==> src/rtl/drv_regif_pkg.sv <==
package drv_regif_pkg;
  localparam int BYTE_W = 8;

  typedef enum logic [1:0] {
    PORT_IDX = 2'd0,
    PORT_RSP = 2'd1,
    PORT_DAT = 2'd2,
    PORT_IRQ = 2'd3
  } port_e;

  // status byte bit positions on port 0
  localparam int ST_PRM_EMPTY = 2;
  localparam int ST_PRM_FULL  = 3;
  localparam int ST_RSP_EMPTY = 4;
  localparam int ST_DAT_EMPTY = 5;
  localparam int ST_BUSY      = 6;

  // apply strobe bit in the bank 3 port 3 write
  localparam int APPLY_BIT = 5;

  // volume slot indices
  localparam int VOL_LL = 0;
  localparam int VOL_LR = 1;
  localparam int VOL_RL = 2;
  localparam int VOL_RR = 3;
  localparam int VOL_N  = 4;
endpackage

==> src/rtl/drv_fifo.sv <==
module drv_fifo #(
  parameter int W     = 8,
  parameter int DEPTH = 16,
  parameter int PEEK  = 1
) (
  input  logic                     clk,
  input  logic                     rst_n,
  input  logic                     push,
  input  logic [W-1:0]             din,
  input  logic [1:0]               pop_cnt,
  output logic [PEEK*W-1:0]        peek,
  output logic [$clog2(DEPTH):0]   count
);
  localparam int AW = $clog2(DEPTH);
  localparam int CW = AW + 1;

  logic [W-1:0]  mem [DEPTH];
  logic [AW-1:0] rd_ptr_q, rd_ptr_d;
  logic [AW-1:0] wr_ptr_q, wr_ptr_d;
  logic [CW-1:0] cnt_q, cnt_d;
  logic [CW-1:0] pop_amt;
  logic          do_push;

  always_comb begin
    do_push  = push && (cnt_q != CW'(DEPTH));
    pop_amt  = (CW'(pop_cnt) > cnt_q) ? cnt_q : CW'(pop_cnt);
    wr_ptr_d = do_push ? wr_ptr_q + AW'(1) : wr_ptr_q;
    rd_ptr_d = rd_ptr_q + AW'(pop_amt);
    cnt_d    = cnt_q + CW'(do_push) - pop_amt;
  end

  always_ff @(posedge clk or negedge rst_n) begin
    if (!rst_n) begin
      rd_ptr_q <= '0;
      wr_ptr_q <= '0;
      cnt_q    <= '0;
    end else begin
      rd_ptr_q <= rd_ptr_d;
      wr_ptr_q <= wr_ptr_d;
      cnt_q    <= cnt_d;
    end
  end

  always_ff @(posedge clk) begin
    if (do_push) mem[wr_ptr_q] <= din;
  end

  for (genvar k = 0; k < PEEK; k++) begin : g_peek
    logic [AW-1:0] idx;
    assign idx = rd_ptr_q + AW'(k);
    assign peek[k*W +: W] = (cnt_q > CW'(k)) ? mem[idx] : '0;
  end

  assign count = cnt_q;
endmodule

==> src/rtl/drv_irq_ctl.sv <==
module drv_irq_ctl #(
  parameter int FLAG_W = 5
) (
  input  logic              clk,
  input  logic              rst_n,
  input  logic              ie_we,
  input  logic [FLAG_W-1:0] ie_wdata,
  input  logic              clr_we,
  input  logic [FLAG_W-1:0] clr_mask,
  input  logic [FLAG_W-1:0] set_vec,
  output logic [FLAG_W-1:0] ie,
  output logic [FLAG_W-1:0] flags,
  output logic              irq
);
  logic [FLAG_W-1:0] ie_q, ie_d, flg_q, flg_d;

  always_comb begin
    ie_d  = ie_we ? ie_wdata : ie_q;
    flg_d = (flg_q & ~(clr_we ? clr_mask : '0)) | set_vec;
  end

  always_ff @(posedge clk or negedge rst_n) begin
    if (!rst_n) begin
      ie_q  <= '0;
      flg_q <= '0;
    end else begin
      ie_q  <= ie_d;
      flg_q <= flg_d;
    end
  end

  assign ie    = ie_q;
  assign flags = flg_q;
  assign irq   = |(flg_q & ie_q);
endmodule

==> src/rtl/drv_vol_stage.sv <==
module drv_vol_stage
  import drv_regif_pkg::*;
(
  input  logic                        clk,
  input  logic                        rst_n,
  input  logic [VOL_N-1:0]            stage_we,
  input  logic [BYTE_W-1:0]           wdata,
  input  logic                        apply,
  output logic [VOL_N-1:0][BYTE_W-1:0] active
);
  for (genvar c = 0; c < VOL_N; c++) begin : g_ch
    logic [BYTE_W-1:0] stg_q, stg_d, act_q, act_d;

    always_comb begin
      stg_d = stage_we[c] ? wdata : stg_q;
      act_d = apply ? stg_q : act_q;
    end

    always_ff @(posedge clk or negedge rst_n) begin
      if (!rst_n) begin
        stg_q <= '0;
        act_q <= '0;
      end else begin
        stg_q <= stg_d;
        act_q <= act_d;
      end
    end

    assign active[c] = act_q;
  end
endmodule

==> src/rtl/drv_regif.sv <==
module drv_regif
  import drv_regif_pkg::*;
#(
  parameter int PRM_DEPTH = 16,
  parameter int RSP_DEPTH = 16,
  parameter int DAT_DEPTH = 16,
  parameter int FLAG_W    = 5
) (
  input  logic              clk,
  input  logic              rst_n,
  input  logic              hwr,
  input  logic              hrd,
  input  logic [1:0]        haddr,
  input  logic [7:0]        hwdata,
  input  logic              hhalf,
  output logic [15:0]       hrdata,
  input  logic              rsp_push,
  input  logic [7:0]        rsp_byte,
  input  logic              dat_push,
  input  logic [7:0]        dat_byte,
  output logic              cmd_valid,
  output logic [7:0]        cmd_byte,
  input  logic              cmd_ack,
  input  logic              prm_rd,
  output logic              prm_avail,
  output logic [7:0]        prm_data,
  output logic              req_valid,
  output logic [7:0]        req_byte,
  input  logic [FLAG_W-1:0] flag_set,
  output logic              irq,
  output logic [7:0]        vol_ll,
  output logic [7:0]        vol_lr,
  output logic [7:0]        vol_rl,
  output logic [7:0]        vol_rr
);
  localparam int PCW = $clog2(PRM_DEPTH) + 1;
  localparam int RCW = $clog2(RSP_DEPTH) + 1;
  localparam int DCW = $clog2(DAT_DEPTH) + 1;

  // ---------------- decode ----------------
  logic [1:0] bank_q, bank_d;
  logic wr_idx, wr_rsp, wr_dat, wr_irq;
  logic cmd_we, prm_push, ie_we, req_we, clr_we, apply;
  logic [VOL_N-1:0] vol_we;
  logic rsp_pop;
  logic [1:0] dat_pop;

  always_comb begin
    wr_idx   = hwr && (haddr == PORT_IDX);
    wr_rsp   = hwr && (haddr == PORT_RSP);
    wr_dat   = hwr && (haddr == PORT_DAT);
    wr_irq   = hwr && (haddr == PORT_IRQ);
    bank_d   = wr_idx ? hwdata[1:0] : bank_q;

    cmd_we   = wr_rsp && (bank_q == 2'd0);
    prm_push = wr_dat && (bank_q == 2'd0);
    ie_we    = wr_dat && (bank_q == 2'd1);
    req_we   = wr_irq && (bank_q == 2'd0);
    clr_we   = wr_irq && bank_q[0];
    apply    = wr_irq && (bank_q == 2'd3) && hwdata[APPLY_BIT];

    vol_we         = '0;
    vol_we[VOL_LL] = wr_dat && (bank_q == 2'd2);
    vol_we[VOL_LR] = wr_irq && (bank_q == 2'd2);
    vol_we[VOL_RL] = wr_dat && (bank_q == 2'd3);
    vol_we[VOL_RR] = wr_rsp && (bank_q == 2'd3);

    rsp_pop  = hrd && (haddr == PORT_RSP);
    dat_pop  = (hrd && (haddr == PORT_DAT)) ? (hhalf ? 2'd2 : 2'd1) : 2'd0;
  end

  // ---------------- command / request / busy ----------------
  logic       busy_q, busy_d;
  logic       cmd_v_q, cmd_v_d, req_v_q, req_v_d;
  logic [7:0] cmd_b_q, cmd_b_d, req_b_q, req_b_d;

  always_comb begin
    busy_d  = cmd_we ? 1'b1 : (cmd_ack ? 1'b0 : busy_q);
    cmd_v_d = cmd_we;
    cmd_b_d = cmd_we ? hwdata : cmd_b_q;
    req_v_d = req_we;
    req_b_d = req_we ? hwdata : req_b_q;
  end

  always_ff @(posedge clk or negedge rst_n) begin
    if (!rst_n) begin
      bank_q  <= '0;
      busy_q  <= 1'b0;
      cmd_v_q <= 1'b0;
      cmd_b_q <= '0;
      req_v_q <= 1'b0;
      req_b_q <= '0;
    end else begin
      bank_q  <= bank_d;
      busy_q  <= busy_d;
      cmd_v_q <= cmd_v_d;
      cmd_b_q <= cmd_b_d;
      req_v_q <= req_v_d;
      req_b_q <= req_b_d;
    end
  end

  assign cmd_valid = cmd_v_q;
  assign cmd_byte  = cmd_b_q;
  assign req_valid = req_v_q;
  assign req_byte  = req_b_q;

  // ---------------- FIFOs ----------------
  logic [7:0]     prm_head, rsp_head;
  logic [15:0]    dat_peek;
  logic [PCW-1:0] prm_cnt;
  logic [RCW-1:0] rsp_cnt;
  logic [DCW-1:0] dat_cnt;

  drv_fifo #(.W(BYTE_W), .DEPTH(PRM_DEPTH), .PEEK(1)) u_prm (
    .clk(clk), .rst_n(rst_n), .push(prm_push), .din(hwdata),
    .pop_cnt({1'b0, prm_rd}), .peek(prm_head), .count(prm_cnt)
  );

  drv_fifo #(.W(BYTE_W), .DEPTH(RSP_DEPTH), .PEEK(1)) u_rsp (
    .clk(clk), .rst_n(rst_n), .push(rsp_push), .din(rsp_byte),
    .pop_cnt({1'b0, rsp_pop}), .peek(rsp_head), .count(rsp_cnt)
  );

  drv_fifo #(.W(BYTE_W), .DEPTH(DAT_DEPTH), .PEEK(2)) u_dat (
    .clk(clk), .rst_n(rst_n), .push(dat_push), .din(dat_byte),
    .pop_cnt(dat_pop), .peek(dat_peek), .count(dat_cnt)
  );

  logic prm_empty, prm_full, rsp_empty, dat_empty;
  assign prm_empty = (prm_cnt == '0);
  assign prm_full  = (prm_cnt == PCW'(PRM_DEPTH));
  assign rsp_empty = (rsp_cnt == '0);
  assign dat_empty = (dat_cnt == '0);
  assign prm_avail = !prm_empty;
  assign prm_data  = prm_head;

  // ---------------- interrupts ----------------
  logic [FLAG_W-1:0] ie_w, flags_w;

  drv_irq_ctl #(.FLAG_W(FLAG_W)) u_irq (
    .clk(clk), .rst_n(rst_n),
    .ie_we(ie_we), .ie_wdata(hwdata[FLAG_W-1:0]),
    .clr_we(clr_we), .clr_mask(hwdata[FLAG_W-1:0]),
    .set_vec(flag_set), .ie(ie_w), .flags(flags_w), .irq(irq)
  );

  // ---------------- volumes ----------------
  logic [VOL_N-1:0][BYTE_W-1:0] vol_act;

  drv_vol_stage u_vol (
    .clk(clk), .rst_n(rst_n), .stage_we(vol_we), .wdata(hwdata),
    .apply(apply), .active(vol_act)
  );

  assign vol_ll = vol_act[VOL_LL];
  assign vol_lr = vol_act[VOL_LR];
  assign vol_rl = vol_act[VOL_RL];
  assign vol_rr = vol_act[VOL_RR];

  // ---------------- read mux ----------------
  logic [7:0] status;

  always_comb begin
    status               = '0;
    status[1:0]          = bank_q;
    status[ST_PRM_EMPTY] = prm_empty;
    status[ST_PRM_FULL]  = prm_full;
    status[ST_RSP_EMPTY] = rsp_empty;
    status[ST_DAT_EMPTY] = dat_empty;
    status[ST_BUSY]      = busy_q;

    hrdata = '0;
    if (hrd) begin
      unique case (haddr)
        PORT_IDX: hrdata = {8'h00, status};
        PORT_RSP: hrdata = {8'h00, rsp_head};
        PORT_DAT: hrdata = hhalf ? dat_peek : {8'h00, dat_peek[7:0]};
        default:  hrdata = {8'h00, 8'(bank_q[0] ? flags_w : ie_w)};
      endcase
    end
  end
endmodule

==> config.mk <==
export PLATFORM = sky130hd
export DESIGN_NAME = drv_regif
export DESIGN_NICKNAME = d
export VERILOG_FILES = /design/src/rtl/drv_regif_pkg.sv /design/src/rtl/drv_fifo.sv /design/src/rtl/drv_irq_ctl.sv /design/src/rtl/drv_vol_stage.sv /design/src/rtl/drv_regif.sv
export SDC_FILE = /design/constraint.sdc
export NUM_CORES = 1
export LEC_CHECK = 0
export BUFFER_PORTS_ARGS = -buffer_cell sky130_fd_sc_hd__buf_2
export CORE_MARGIN = 2
export CORE_UTILIZATION = 50
export DETAILED_ROUTE_END_ITERATION = 16
export GPL_ROUTABILITY_DRIVEN = 0
export PLACE_DENSITY = 0.75
export REMOVE_ABC_BUFFERS = 1
export SLEW_MARGIN = 10
export SYNTH_ARGS = -nofsm -noshare
export SYNTH_HDL_FRONTEND = slang
export SYNTH_SLANG_ARGS = --single-unit
==> constraint.sdc <==
create_clock -name clk -period 4 [get_ports clk]
set_input_delay 0.8 -clock clk [delete_from_list [all_inputs] [get_ports clk]]
set_output_delay 0.8 -clock clk [all_outputs]
set_load 0.03 [all_outputs]
# After elaboration in Yosys (flattened, before gate mapping)
# Memory sizes are Yosys's and may differ from the RTL's.
# Index checks and enable logic that the tools add are counted.
# op_classes
reduce_logical,28
eq_ne,10
order_cmp,7
bitwise,4
n_mux,22
add_sub_neg,13
# op_table
cell,count
$pmux W16 S3,1
$mux W16,2
$mux W8,4
$mux W5,5
$gt A5 B1 Y1 const B,4
$logic_and A1 B1 Y1,20
$add A4 B1 Y4 const B,4
$add A5 B1 Y5,3
$logic_not A5 Y1,3
$ne A5 B5 Y1 const B,3
$sub A5 B5 Y5,3
$add A4 B4 Y4,3
$and A5 B5 Y5,2
$gt A1 B5 Y1,2
$eq A2 B2 Y1 const B,4
$mux W1,8
$eq A5 B5 Y1 const B,1
$gt A2 B5 Y1,1
$not A5 Y5,1
$or A5 B5 Y5,1
$reduce_or A5 Y1,1
$eq A2 B1 Y1 const B,2
$logic_not A2 Y1,2
$mux W2,2
2 further kinds,2
# totals
mem_bits_rw,384
elab_cells,112
mem_count,3
inputBits,40
register_bits,134
# memory_table
name,words,width,rd,rd_ports_with_merged_regs,write_ports,line_no,rtl
u_dat.mem,16,8,2,0,1,drv_fifo.sv:17,logic [W-1:0] mem [DEPTH];
u_prm.mem,16,8,1,0,1,drv_fifo.sv:17,
u_rsp.mem,16,8,1,0,1,drv_fifo.sv:17,

# Longest topological paths before layout
# depth
word_depth,7
ltp_mapped,16
ltp_nobuf,15

# Cells and area by module
# From an unflattened synthesis, not the netlist that was laid out.
# hier_totals
cells_unflattened,1283
hier_area_um2,22934.5
# modules_own_cells
module,instances,seq_area_each_um2,cells_each,area_per_inst_um2
drv_fifo at u_prm ...,2,4169.0,297,5920.7
drv_fifo at u_dat,1,4169.0,404,6925.4
drv_vol_stage,1,1601.5,136,2526.2
drv_regif,1,525.5,121,1257.5
drv_irq_ctl,1,250.2,28,384.1

# Least setup slack after synthesis
# OpenSTA, ideal clock, no wires.
# synth_timing
path_kind,in2reg
from,input port haddr[1]
to,"register u_dat.cnt_q[4], in the netlist u_dat.count[4]"
setup_slack_ns,0.261
t_required_ns,3.875
n_path_buf,1
cell_stages,16
arrival_ns,3.614
path_cell_list,clkbuf_1 -> nor2b_1 -> and3_1 -> ha_1 -> nor2b_1 -> o2111ai_1 -> mux2i_1 -> ha_1 -> inv_1 -> ha_1 -> inv_1 -> fa_1 -> inv_1 -> a21o_1 -> a21oi_1 -> xnor2_1
# synth_between
elab_chain_cells,6
# synth_rtl
element,line_no,rtl
from (decl),drv_regif.sv:13,"input logic [1:0] haddr,"
$eq A2 B2 Y1 *,drv_regif.sv:69,dat_pop = (hrd && (haddr == PORT_DAT)) ? (hhalf ? 2'd2 : 2'd1) : 2'd0;
$logic_and A1 B1 Y1 *,drv_regif.sv:69,
$mux W2 *,drv_regif.sv:69,
$gt A2 B5 Y1,drv_fifo.sv:26,pop_amt = (CW'(pop_cnt) > cnt_q) ? cnt_q : CW'(pop_cnt);
$mux W5 *,drv_fifo.sv:26,
$sub A5 B5 Y5 *,drv_fifo.sv:29,cnt_d = cnt_q + CW'(do_push) - pop_amt;
net u_dat.cnt_d[4],drv_fifo.sv:20,"logic [CW-1:0] cnt_q, cnt_d;"
to (signal assigned),drv_fifo.sv:40,cnt_q <= cnt_d;
to (decl),drv_fifo.sv:20,
# Mark *: on every way through the listed nets, which the timed path passes. The rest lies on a longest branch.
# A chain may end at the register's enable or synchronous reset.

# Final worst setup path
# layout_timing
from,register u_dat.rd_ptr_q[0]
to,output port hrdata[15]
# layout_between
elab_chain_cells,6
# layout_rtl
element,line_no,rtl
from (decl),drv_fifo.sv:18,"logic [AW-1:0] rd_ptr_q, rd_ptr_d;"
from (signal assigned),drv_fifo.sv:38,rd_ptr_q <= rd_ptr_d;
$add A4 B1 Y4,drv_fifo.sv:50,assign idx = rd_ptr_q + AW'(k);
$mem_v2 Z16 W8,n/a,
$mux W8,drv_fifo.sv:51,assign peek[k*W +: W] = (cnt_q > CW'(k)) ? mem[idx] : '0;
$mux W16,drv_regif.sv:178,"PORT_DAT: hrdata = hhalf ? dat_peek : {8'h00, dat_peek[7:0]};"
$pmux W16 S3,drv_regif.sv:175,unique case (haddr)
$mux W16,drv_regif.sv:174,if (hrd) begin
to (decl),drv_regif.sv:16,"output logic [15:0] hrdata,"
# No other way between the ends.

==> run metrics <==
status finished, final reports clean; simple-gate share of the synthesized area between 4 and 5%; compound-gate portion of the synthesized area under 10%; GR Overflow Total 0; critical path peak fanout 32; Vias 12100; I/O pins around 120; Initial Util between 50% and 60%; core area 44000 um^2; Worst setup EP type output port; I/O Buffers 115; H-tree Lvls 2; Worst VDD drop 0.457 mV; Synth cell types 53; Initial DRT Pass Iterations 5; Cell Count, Final, Fillers Out 2096; final max-slew violation count 0; share of cells above drive strength 1 32.4%; Nets about 1600; FP Rows 77; fmax 258 MHz; Synth Area per Inst about 17 um^2; EDFF count, synth 384; post-route ant nets 0; root buf cell clkbuf_16; overall routing resource usage about 22%; Vias/cell 5.78; Netlist Area Pre-Place 22200 um^2; drt initial violations 1224; Rel. slew slack 34.7%; critical path class reg2out; Synth area leaders edfxtp_1 (52%), dfrtp_1 (15%), mux4_2 (13%); crit start category register; DRT Wirelength 49.5 mm; Critical Path AT 3.08 ns; CTS tree built; Clock transition at path regs about 0.070 ns; top cell type's share of synthesized area 51.9%; Design Area, Final 25600 um^2; minimum clock period 3.88 ns; pwr/cell area ~700 nW/um^2; cell count after placement between 1500 and 2000; CTS Buffer Depth 3; count leader, synth edfxtp_1; DRC 0; clk sinks between 500 and 600; fin crit share 96.9%; worst hold-check path type in2async; Post-DP HPWL 33.1 mm; Synth Area in Adders 3.13%; worst slew pin tran 0.976 ns; later-pin clock latency in the skew report 0.59 ns; Post-synth ARST share 25.9%; final setup TNS 0 ns; yosys warns 0; Critical R2R Launch u_dat.count[1]$_DFF_PN0_; Reg2Reg Depth 14; die boundary height 215 um; Final Core Density 58.1%; Worst EP required ~3.2 ns; largest net degree at the start of global routing 80; max cap viols 0; Setup Viol. Count Final 0; cell taking the most area after synthesis edfxtp_1; Die Area ~46000 um^2; area grow syn2layout 15.0%; mux share of post-synthesis cell area about a fifth; clock skew approximately 0.022 ns; Syn Inst Count 1275; placed cell area 23900 um^2; Power, Total 0.0183 W; sequential share of the synthesized area between 60 and 70%; main flop type after synthesis edfxtp_1; Routed WL per cell 23.6 um; Pleak 9.54 nW; largest family of logic cells by synthesized area multiplexers; Fin. Hold Viols 0; RSZ-0062 raised after global routing false; via count of the first global-routing pass around 13000; Synth Area in XOR/XNOR between 1 and 1.5%; global-route wire length before repair 75.9 mm; initial antenna violation count 0; Synth Register Bits slightly above 500; Die X 215 um; commonest cells in the netlist edfxtp_1 (384), dfrtp_1 (134), mux4_2 (131), nand2_1 (102), mux2_2 (76); total CTS buffers 51; R2R Path End u_dat.count[4]$_DFF_PN0_; flop-to-flop setup slack 0.94 ns
per-stage QoR:
step | worst slack, ns | hold slack (ns)
global placement | 0.285 | 0.454
detailed placement | 0.220 | 0.457
global route | 0.00999 | 0.220
CTS | 0.0000757 | 0.193
finish | 0.123 | 0.201
floorplan | -1.05 | 0.465
per-layer routing:
metal / track usage (%) / share of wire [%]
met5: 0 / 0
met4: 5.79 / 2.3
met3: 4.08 / 6.8
met2: 36.7 / 50
met1: 29.8 / 41
kinds of logic (layout without fill, tap and decap cells):
group	Yosys count	count (layout)
mux	235	235
flops	518	518
buf+inv	102	330
simple gates	242	242
xor+xnor	29	29
fa+ha+maj	52	52
other cells	1	2
compound gates	96	96
report_power, final:
group	switching, W	internal [W]	leakage (nW)	total, W
clock	0.00198	0.00261	0.771	0.00459
sequential	0.000758	0.00659	5.12	0.00735
combinational	0.00331	0.00306	3.65	0.00638
timing repair:
item                                    CTS  global route
hold buffers                              0             0
resized for setup                         4             3
endpoints found under the setup margin    7             6
buffers inserted                          0             3
placed cells by master, fill, tap and decap left out, types with 7 or more instances in the layout:
cell type / instances
a211oi_1: 21
a21o_1: 12
a21oi_1: 17
a22oi_1: 9
a31oi_1: 8
buf_2: 114
buf_4: 67
clkbuf_1: 17
clkbuf_16: 51
clkinv_1: 11
clkinv_2: 7
dfrtp_1: 127
edfxtp_1: 384
ha_1: 46
inv_1: 42
mux2_2: 76
mux2i_1: 22
mux4_2: 131
nand2_1: 102
nand2b_1: 7
nand3_1: 8
nor2_1: 56
nor2b_1: 29
nor3_1: 15
o21ai_0: 11
xnor2_1: 23
worst max path at each step:
stage / startpoint / cells past startpoint / end / slack [ns]
after floorplan: u_dat.rd_ptr_q[0]$_DFF_PN0_ / 4 / hrdata[10] / -1.05
after global placement: haddr[1] / 16 / u_dat.count[4]$_DFF_PN0_ / 0.28
after detailed placement: haddr[1] / 16 / u_dat.count[4]$_DFF_PN0_ / 0.22
after CTS: u_dat.rd_ptr_q[1]$_DFF_PN0_ / 5 / hrdata[2] / 0.00008
after global routing: u_dat.rd_ptr_q[0]$_DFF_PN0_ / 7 / hrdata[15] / 0.01
final: u_dat.rd_ptr_q[0]$_DFF_PN0_ / 7 / hrdata[15] / 0.12
final cells by class:
cell class | count | area (um^2)
antenna | 1 | 2.50
clock buffer | 71 | 1380
fill | 3285 | 18400
clock inverter | 24 | 219
timing repair buffer | 190 | 1230
tap | 592 | 741
sequential | 518 | 14900
multi-input combinational | 655 | 6950
inverter | 45 | 169
flip-flops by register name (all words and copies together), names as in the netlist, 2 cells and up:
name              flops
u_rsp.wr_ptr_q        4
u_irq.flags           5
cmd_byte              8
u_dat.wr_ptr_q        4
u_irq.ie              5
u_prm.mem           128
u_prm.wr_ptr_q        4
u_rsp.mem           128
u_prm.count           5
u_rsp.rd_ptr_q        4
req_byte              8
u_dat.mem           128
u_vol.g_ch.stg_q     32
u_rsp.count           5
u_prm.rd_ptr_q        4
u_dat.count           5
u_vol.g_ch.act_q     32
bank_q                2
u_dat.rd_ptr_q        4
worst max-delay path: stages (launching register included):
cell and delay [ns]:
dfrtp_4 0.61, ha_1 0.38, buf_12 0.24, mux4_2 0.53, nor2b_1 0.14, a211oi_1 0.20, a211oi_1 0.11, buf_2 0.24
Power figures use the tool's default switching activity.
